$ cat src/rtl/auto_id_pkg.sv
package auto_id_pkg;

    localparam int SIG_W   = 16;
    localparam int SLICE_W = 4;
    localparam int SLICES  = SIG_W / SLICE_W;
    localparam int IDX_W   = $clog2(SLICES);
    localparam int BYTE_W  = 8;
    localparam int PAD_W   = BYTE_W - SLICE_W - IDX_W;

    typedef logic [IDX_W-1:0] idx_t;

    typedef struct packed {
        logic [SLICE_W-1:0] slice;
        logic [PAD_W-1:0]   pad;
        idx_t               idx;
    } id_byte_t;

    function automatic logic [SLICE_W-1:0] slice_of(input logic [SIG_W-1:0] sig,
                                                     input idx_t k);
        return sig[k*SLICE_W +: SLICE_W];
    endfunction

    function automatic idx_t next_idx(input idx_t k);
        if (k == idx_t'(SLICES - 1)) return '0;
        return k + idx_t'(1);
    endfunction

endpackage

$ cat src/rtl/aip_strobe_track.sv
module aip_strobe_track (
    input  logic clk,
    input  logic rst,
    input  logic hold,
    input  logic strobe,
    output logic done
);
    logic prev_q;
    logic armed_q;

    always_ff @(posedge clk) begin
        if (rst) begin
            prev_q  <= 1'b0;
            armed_q <= 1'b0;
        end else begin
            prev_q <= strobe;
            if (hold)
                armed_q <= 1'b0;
            else if (strobe && !prev_q)
                armed_q <= 1'b1;
            else if (!strobe)
                armed_q <= 1'b0;
        end
    end

    assign done = armed_q && !strobe && !hold;
endmodule

$ cat src/rtl/aip_pos_counter.sv
module aip_pos_counter
    import auto_id_pkg::*;
(
    input  logic clk,
    input  logic rst,
    input  logic clr,
    input  logic step,
    output idx_t pos
);
    idx_t pos_q;

    always_ff @(posedge clk) begin
        if (rst || clr)
            pos_q <= '0;
        else if (step)
            pos_q <= next_idx(pos_q);
    end

    assign pos = pos_q;
endmodule

$ cat src/rtl/aip_formatter.sv
module aip_formatter
    import auto_id_pkg::*;
#(
    parameter logic [SIG_W-1:0] SIGNATURE = 16'hBABA
) (
    input  idx_t              pos,
    input  logic              hold,
    output logic [BYTE_W-1:0] data
);
    idx_t     shown;
    id_byte_t b;

    always_comb begin
        shown   = hold ? idx_t'(0) : pos;
        b.slice = slice_of(SIGNATURE, shown);
        b.pad   = '0;
        b.idx   = shown;
    end

    assign data = b;
endmodule

$ cat src/rtl/auto_id_port.sv
module auto_id_port
    import auto_id_pkg::*;
#(
    parameter logic [15:0] SIGNATURE = 16'hBABA
) (
    input  logic       clk,
    input  logic       rst,
    input  logic       asic_reset,
    input  logic       rd_strobe,
    output logic [7:0] rd_data
);
    logic read_done;
    idx_t pos_q;

    aip_strobe_track u_trk (
        .clk    (clk),
        .rst    (rst),
        .hold   (asic_reset),
        .strobe (rd_strobe),
        .done   (read_done)
    );

    aip_pos_counter u_cnt (
        .clk  (clk),
        .rst  (rst),
        .clr  (asic_reset),
        .step (read_done),
        .pos  (pos_q)
    );

    aip_formatter #(.SIGNATURE(SIGNATURE)) u_fmt (
        .pos  (pos_q),
        .hold (asic_reset),
        .data (rd_data)
    );
endmodule

$ cat config.mk
export PLATFORM = sky130hd
export DESIGN_NAME = auto_id_port
export DESIGN_NICKNAME = d
export VERILOG_FILES = /design/src/rtl/auto_id_pkg.sv /design/src/rtl/aip_strobe_track.sv /design/src/rtl/aip_pos_counter.sv /design/src/rtl/aip_formatter.sv /design/src/rtl/auto_id_port.sv
export SDC_FILE = /design/constraint.sdc
export NUM_CORES = 1
export LEC_CHECK = 0
export BUFFER_PORTS_ARGS = -buffer_cell sky130_fd_sc_hd__buf_4
export CORE_AREA = 4 4 41 43
export DETAILED_ROUTE_END_ITERATION = 10
export DIE_AREA = 0 0 45 47
export PLACE_DENSITY_LB_ADDON = 0.2
export SETUP_SLACK_MARGIN = 0.4
export SLEW_MARGIN = 20
export SYNTH_ARGS = -nofsm -noshare
export SYNTH_HDL_FRONTEND = slang
export SYNTH_SLANG_ARGS = --single-unit
$ cat constraint.sdc
create_clock -name clk -period 2.2 [get_ports clk]
set_input_delay 0.11 -clock clk [delete_from_list [all_inputs] [get_ports clk]]
set_output_delay 0.11 -clock clk [all_outputs]
set_load 0.02 [all_outputs]
==> flow_summary.json, run 1 <==
{
  "worst_setup_path_end_kind": "primary output",
  "grtUsageTotal_pct": 5.13,
  "cts_tree": "yes",
  "p_leak_nw": 0.124,
  "reg2reg_from": "u_cnt.pos[0]$_SDFFE_PP0P_",
  "synthCells": 24,
  "min_delay_path_depth": 2,
  "drv_cap": 0,
  "syn_area_per_cell_um2": 9.44,
  "synth_largest_area_cell": "dfxtp_1",
  "nFillCells": 155,
  "core_area_mm2": 0.00130,
  "diodes": 0,
  "crit_required_ns": 2.09,
  "grt_pass1_vias": 142,
  "synth_cell_type_count": 10,
  "final-hold-violation-count": 0,
  "setup_viol": 0,
  "grt_remaining_overflow": 0,
  "synth_area_um2": 226,
  "postCtsHoldBufs": 0,
  "hold_path_end": "u_trk.prev_q$_SDFF_PP0_",
  "cts_setup_buffers": 0,
  "setup_tns_ns": 0,
  "num_vias": 150,
  "synth_top_area_share_pct": 35.4,
  "place_congestion": 0.551,
  "drt_iter0_markers": 1,
  "grt_max_degree": 6,
  "fmax_ghz": 0.960,
  "max-vdd-ir-drop_mv": 0.185,
  "clockRootBuffer": "clkbuf_4",
  "drc_errors": 0,
  "firstDrtPassIters": 2,
  "post-route-min-period_ns": 1.04,
  "dpl.hpwl_um": 306,
  "htree_levels": 1,
  "cellPowerDensity_mw_per_mm2": 657,
  "clockBufferDepth": 2,
  "yosysSeqAreaShare_pct": 35.4,
  "ios": 12,
  "ys_seq_elements": 4,
  "r2r_slack_ns": 1.27,
  "drive_gt1_share_pct": 33.3,
  "ys_warn_count": 0,
  "synth_area_leaders": "dfxtp_1 (35%), buf_4 (20%), nor2b_1 (11%), mux2i_1 (8.8%), nor2b_4 (6.1%)",
  "outcome": "finished clean",
  "die_h_um": 47,
  "criticalPathCategory": "reg -> out",
  "vias_per_cell": 3.33,
  "drt-total-wl_um": 364,
  "floorplan.initialDensity_pct": 17.4,
  "r2r_end": "u_cnt.pos[1]$_SDFFE_PP0P_",
  "reg2reg_depth": 3,
  "worst_setup_path_start_kind": "flip-flop",
  "portBuffers": 6,
  "slew_violations": 0,
  "crit_arrival_ns": 0.93,
  "cts.sinks": 4,
  "hp-start": "rst",
  "die_area_mm2": 0.00212,
  "grt_pass1_wl_um": 614,
  "ant_nets": 0,
  "numCtsBuffers": 3,
  "clkLatencyLatePin_ns": 0.23,
  "fin_crit_sh_pct": 47.3,
  "fin_skew_ns": 0.00319,
  "area_delta_synth_final_pct": 23.2,
  "rsz0062_at_grt": "no",
  "rows": 13,
  "finalPower_uw": 183,
  "wire_per_inst_um": 8.09,
  "hp-class": "in -> reg",
  "layout.nets": 37,
  "whs_ns": 0.0661,
  "cp_max_fo": 4,
  "ctsResizeCount": 0,
  "die_w_um": 45,
  "antenna_found_initial": 0,
  "clkSlewWorstSetupHoldPaths_ns": 0.04
}
==> power by group <==
group	leakage (nW)	switching (mW)	internal, mW	total [mW]
Combinational	0.0771	0.0128	0.00692	0.0197
Sequential	0.0326	0.000694	0.0749	0.0756
Clock	0.0138	0.0272	0.0608	0.0880
Total	0.124	0.0407	0.143	0.183
==> synth_stat cells <==
master and instances:
buf_4 6, dfxtp_1 4, nor2b_1 4, conb_1 2, mux2i_1 2, nor3_1 2
ha_1 1, nor2_1 1, nor2b_4 1, nor4b_1 1
==> how the worst max path moves through the flow <==
stage | startpoint | endpoint | cells past startpoint
final | u_cnt.pos[0]$_SDFFE_PP0P_ | rd_data[0] | 2
after global routing | u_cnt.pos[0]$_SDFFE_PP0P_ | rd_data[4] | 2
after CTS | u_cnt.pos[0]$_SDFFE_PP0P_ | rd_data[0] | 2
after detailed placement | u_cnt.pos[0]$_SDFFE_PP0P_ | u_cnt.pos[1]$_SDFFE_PP0P_ | 3
after global placement | u_cnt.pos[0]$_SDFFE_PP0P_ | u_cnt.pos[1]$_SDFFE_PP0P_ | 3
after floorplan | u_cnt.pos[0]$_SDFFE_PP0P_ | rd_data[4] | 2
==> worst max-delay path: stages, from the launching register on <==
cell and delay [ns]:
dfxtp_1 0.36, nor2b_1 0.18, buf_4 0.16
==> area by class of cell <==
type,count,area [um2],share of cell area (%)
clock buffers,3,22.5,8.07
well taps,15,18.8,6.73
flip-flops and latches,4,80.1,28.7
repair buffers,6,45.0,16.1
multi-input cells,17,113,40.4
==> per-layer routing <==
| metal | up-vias | track usage, % | routed length, um |
|---|---|---|---|
| met4 | 0 | 7.02 | 0 |
| met5 | - | 0 | 0 |
| li1 | 79 | - | - |
| met3 | 0 | 5.75 | 61 |
| met1 | 61 | 4.76 | 149 |
| met2 | 10 | 4.80 | 154 |
==> metrics by stage <==
step	instances	utilization (%)	cell area, um2	worst slack, ns
CTS	45	21.4	279	1.13
detailed placement	42	19.7	256	1.28
global placement	42	19.7	256	1.30
global route	45	21.4	279	1.06
floorplan	27	-	238	1.15
finish	45	21.4	279	1.16
==> sequential cells by signal, indices dropped and copies added, names as in the netlist <==
name and flops:
u_cnt.pos 2, u_trk.prev_q 1, u_trk.armed_q 1
==> cells in the final DEF (no fill, tap or decap) <==
| cell type | instances |
|---|---|
| buf_4 | 6 |
| clkbuf_4 | 3 |
| conb_1 | 5 |
| dfxtp_1 | 4 |
| ha_1 | 1 |
| mux2i_1 | 2 |
| nor2_1 | 1 |
| nor2b_1 | 4 |
| nor2b_4 | 1 |
| nor3_1 | 2 |
| nor4b_1 | 1 |
==> kinds of logic after synthesis <==
family                   share of synthesized area [%]
buffers and inverters                             19.9
flip-flops                                        35.4
multiplexers                                      8.84
other                                             3.32
AND/OR/NAND/NOR                                   27.1
adder cells (fa/ha/maj)                           5.52
Note: power is estimated with default switching activity, not from simulation.
==> run 2: changes to the inputs <==
- clock period: 2.2 -> 0.87 ns (I/O delays scaled with it)
==> flow_summary.json, run 2 (synthesized netlist as in run 1, its figures left out) <==
{
  "cts_tree": "yes",
  "cp_max_fo": 3,
  "r2r_slack_ns": -0.02,
  "nFillCells": 153,
  "drc_errors": 0,
  "clkLatencyLatePin_ns": 0.23,
  "drive_gt1_share_pct": 53.1,
  "layout_commonest_cell": "conb_1",
  "post-route-min-period_ns": 0.967,
  "hp-class": "in -> reg",
  "portBuffers": 6,
  "final-hold-violation-count": 3,
  "grt_max_degree": 6,
  "htree_levels": 1,
  "mostFrequentLayoutCells": "conb_1 (5), buf_4 (4), buf_6 (4)",
  "clockRootBuffer": "clkbuf_4",
  "setup_tns_ns": -0.287,
  "ios": 12,
  "worst_setup_path_start_kind": "flip-flop",
  "worst_setup_path_end_kind": "primary output",
  "ant_nets": 0,
  "vias_per_cell": 3.60,
  "setup_viol": 4,
  "whs_ns": -0.00305,
  "slew_violations": 0,
  "fin_skew_ns": 0.000382,
  "stdcell_count": 47,
  "use_met1_pct": 3.85,
  "antenna_found_initial": 0,
  "dpl.hpwl_um": 342,
  "fin_crit_sh_pct": 111,
  "outcome": "finished with violations",
  "grtUsageTotal_pct": 4.57,
  "rows": 13,
  "finalWorstSetupSlack_ns": -0.0969,
  "area_delta_synth_final_pct": 44.8,
  "place_congestion": 0.563,
  "met3_usage_pct": 1.53,
  "crit_arrival_ns": 0.92,
  "grt_pass1_wl_um": 614,
  "crit_required_ns": 0.83,
  "clkSlewWorstSetupHoldPaths_ns": 0.03,
  "wire_per_inst_um": 8.00,
  "grt_remaining_overflow": 0,
  "placed_cells": 44,
  "busiest_layer": "met4",
  "layout.nets": 39,
  "floorplan.initialDensity_pct": 17.4,
  "finalPower_uw": 465,
  "drt_iter0_markers": 0,
  "numCtsBuffers": 3,
  "diodes": 0,
  "largest_reg_flops": 2,
  "rsz0062_at_grt": "yes",
  "fmax_ghz": 1.03,
  "max-vdd-ir-drop_mv": 0.599,
  "cts.sinks": 4,
  "grt_pass1_vias": 172,
  "drt-total-wl_um": 376,
  "drv_cap": 0,
  "die_w_um": 45,
  "postLayoutCoreUtil_pct": 25.2,
  "criticalPathCategory": "reg -> out",
  "clockBufferDepth": 2,
  "die_area_mm2": 0.00212,
  "die_h_um": 47,
  "grtUsageMet2_pct": 6.21,
  "num_vias": 169,
  "cellPowerDensity_mw_per_mm2": 1420,
  "p_leak_nw": 0.139,
  "firstDrtPassIters": 1,
  "core_area_mm2": 0.00130,
  "violations": "negative hold slack, negative setup slack"
}
## run 2: changes by cell type in the layout (fill, tap and decap cells not counted), sizes merged
cell and change:
buf +2
## run 2: repair_timing
| action | CTS | global route |
|---|---|---|
| buffers inserted | 0 | 0 |
| pin swaps | 2 | 0 |
| endpoints found under the setup margin | 6 | 6 |
| endpoints found under the hold margin | 4 | 3 |
| resized for setup | 5 | 2 |
## run 2: where the power goes
part	switching (mW)	internal [mW]	total (mW)
combinational	0.0351	0.0194	0.0545
clock	0.0651	0.153	0.219
sequential	0.00170	0.190	0.192
## run 2: worst paths after layout
path	start	endpoint	cells after the start
worst min register to register	u_trk.armed_q$_SDFFE_PP0P_	u_trk.armed_q$_SDFFE_PP0P_	2
worst max register to register	u_cnt.pos[1]$_SDFFE_PP0P_	u_cnt.pos[1]$_SDFFE_PP0P_	3
worst min-delay path	rst	u_cnt.pos[1]$_SDFFE_PP0P_	2
worst max-delay path	u_cnt.pos[0]$_SDFFE_PP0P_	rd_data[0]	3
## run 2: per-layer routing
layer / up-vias / wire, um
li1: 83 / -
met1: 74 / 144
met2: 10 / 165
met3: 2 / 49
met4: 0 / 17
met5: - / 0
## run 2: layout make-up
| type | instances | area, um2 | area share (%) |
|---|---|---|---|
| multi-input combinational | 17 | 128 | 38.9 |
| clock buffer | 3 | 22.5 | 6.87 |
| sequential | 4 | 83.8 | 25.6 |
| timing repair buffer | 8 | 75.1 | 22.9 |
| tap | 15 | 18.8 | 5.73 |
## run 2: worst max-delay path, cell delays in order, from the launching register on
cell and delay, ns:
dfxtp_2 0.33, buf_6 0.09, nor2b_4 0.15, buf_6 0.12
## run 2: metrics by stage
stage               setup WS, ns  cell area (um2)
CTS                       -0.117              322
finish                   -0.0969              328
global placement         -0.0209              283
floorplan                 0.0168              249
global route              -0.136              328
detailed placement       -0.0639              283
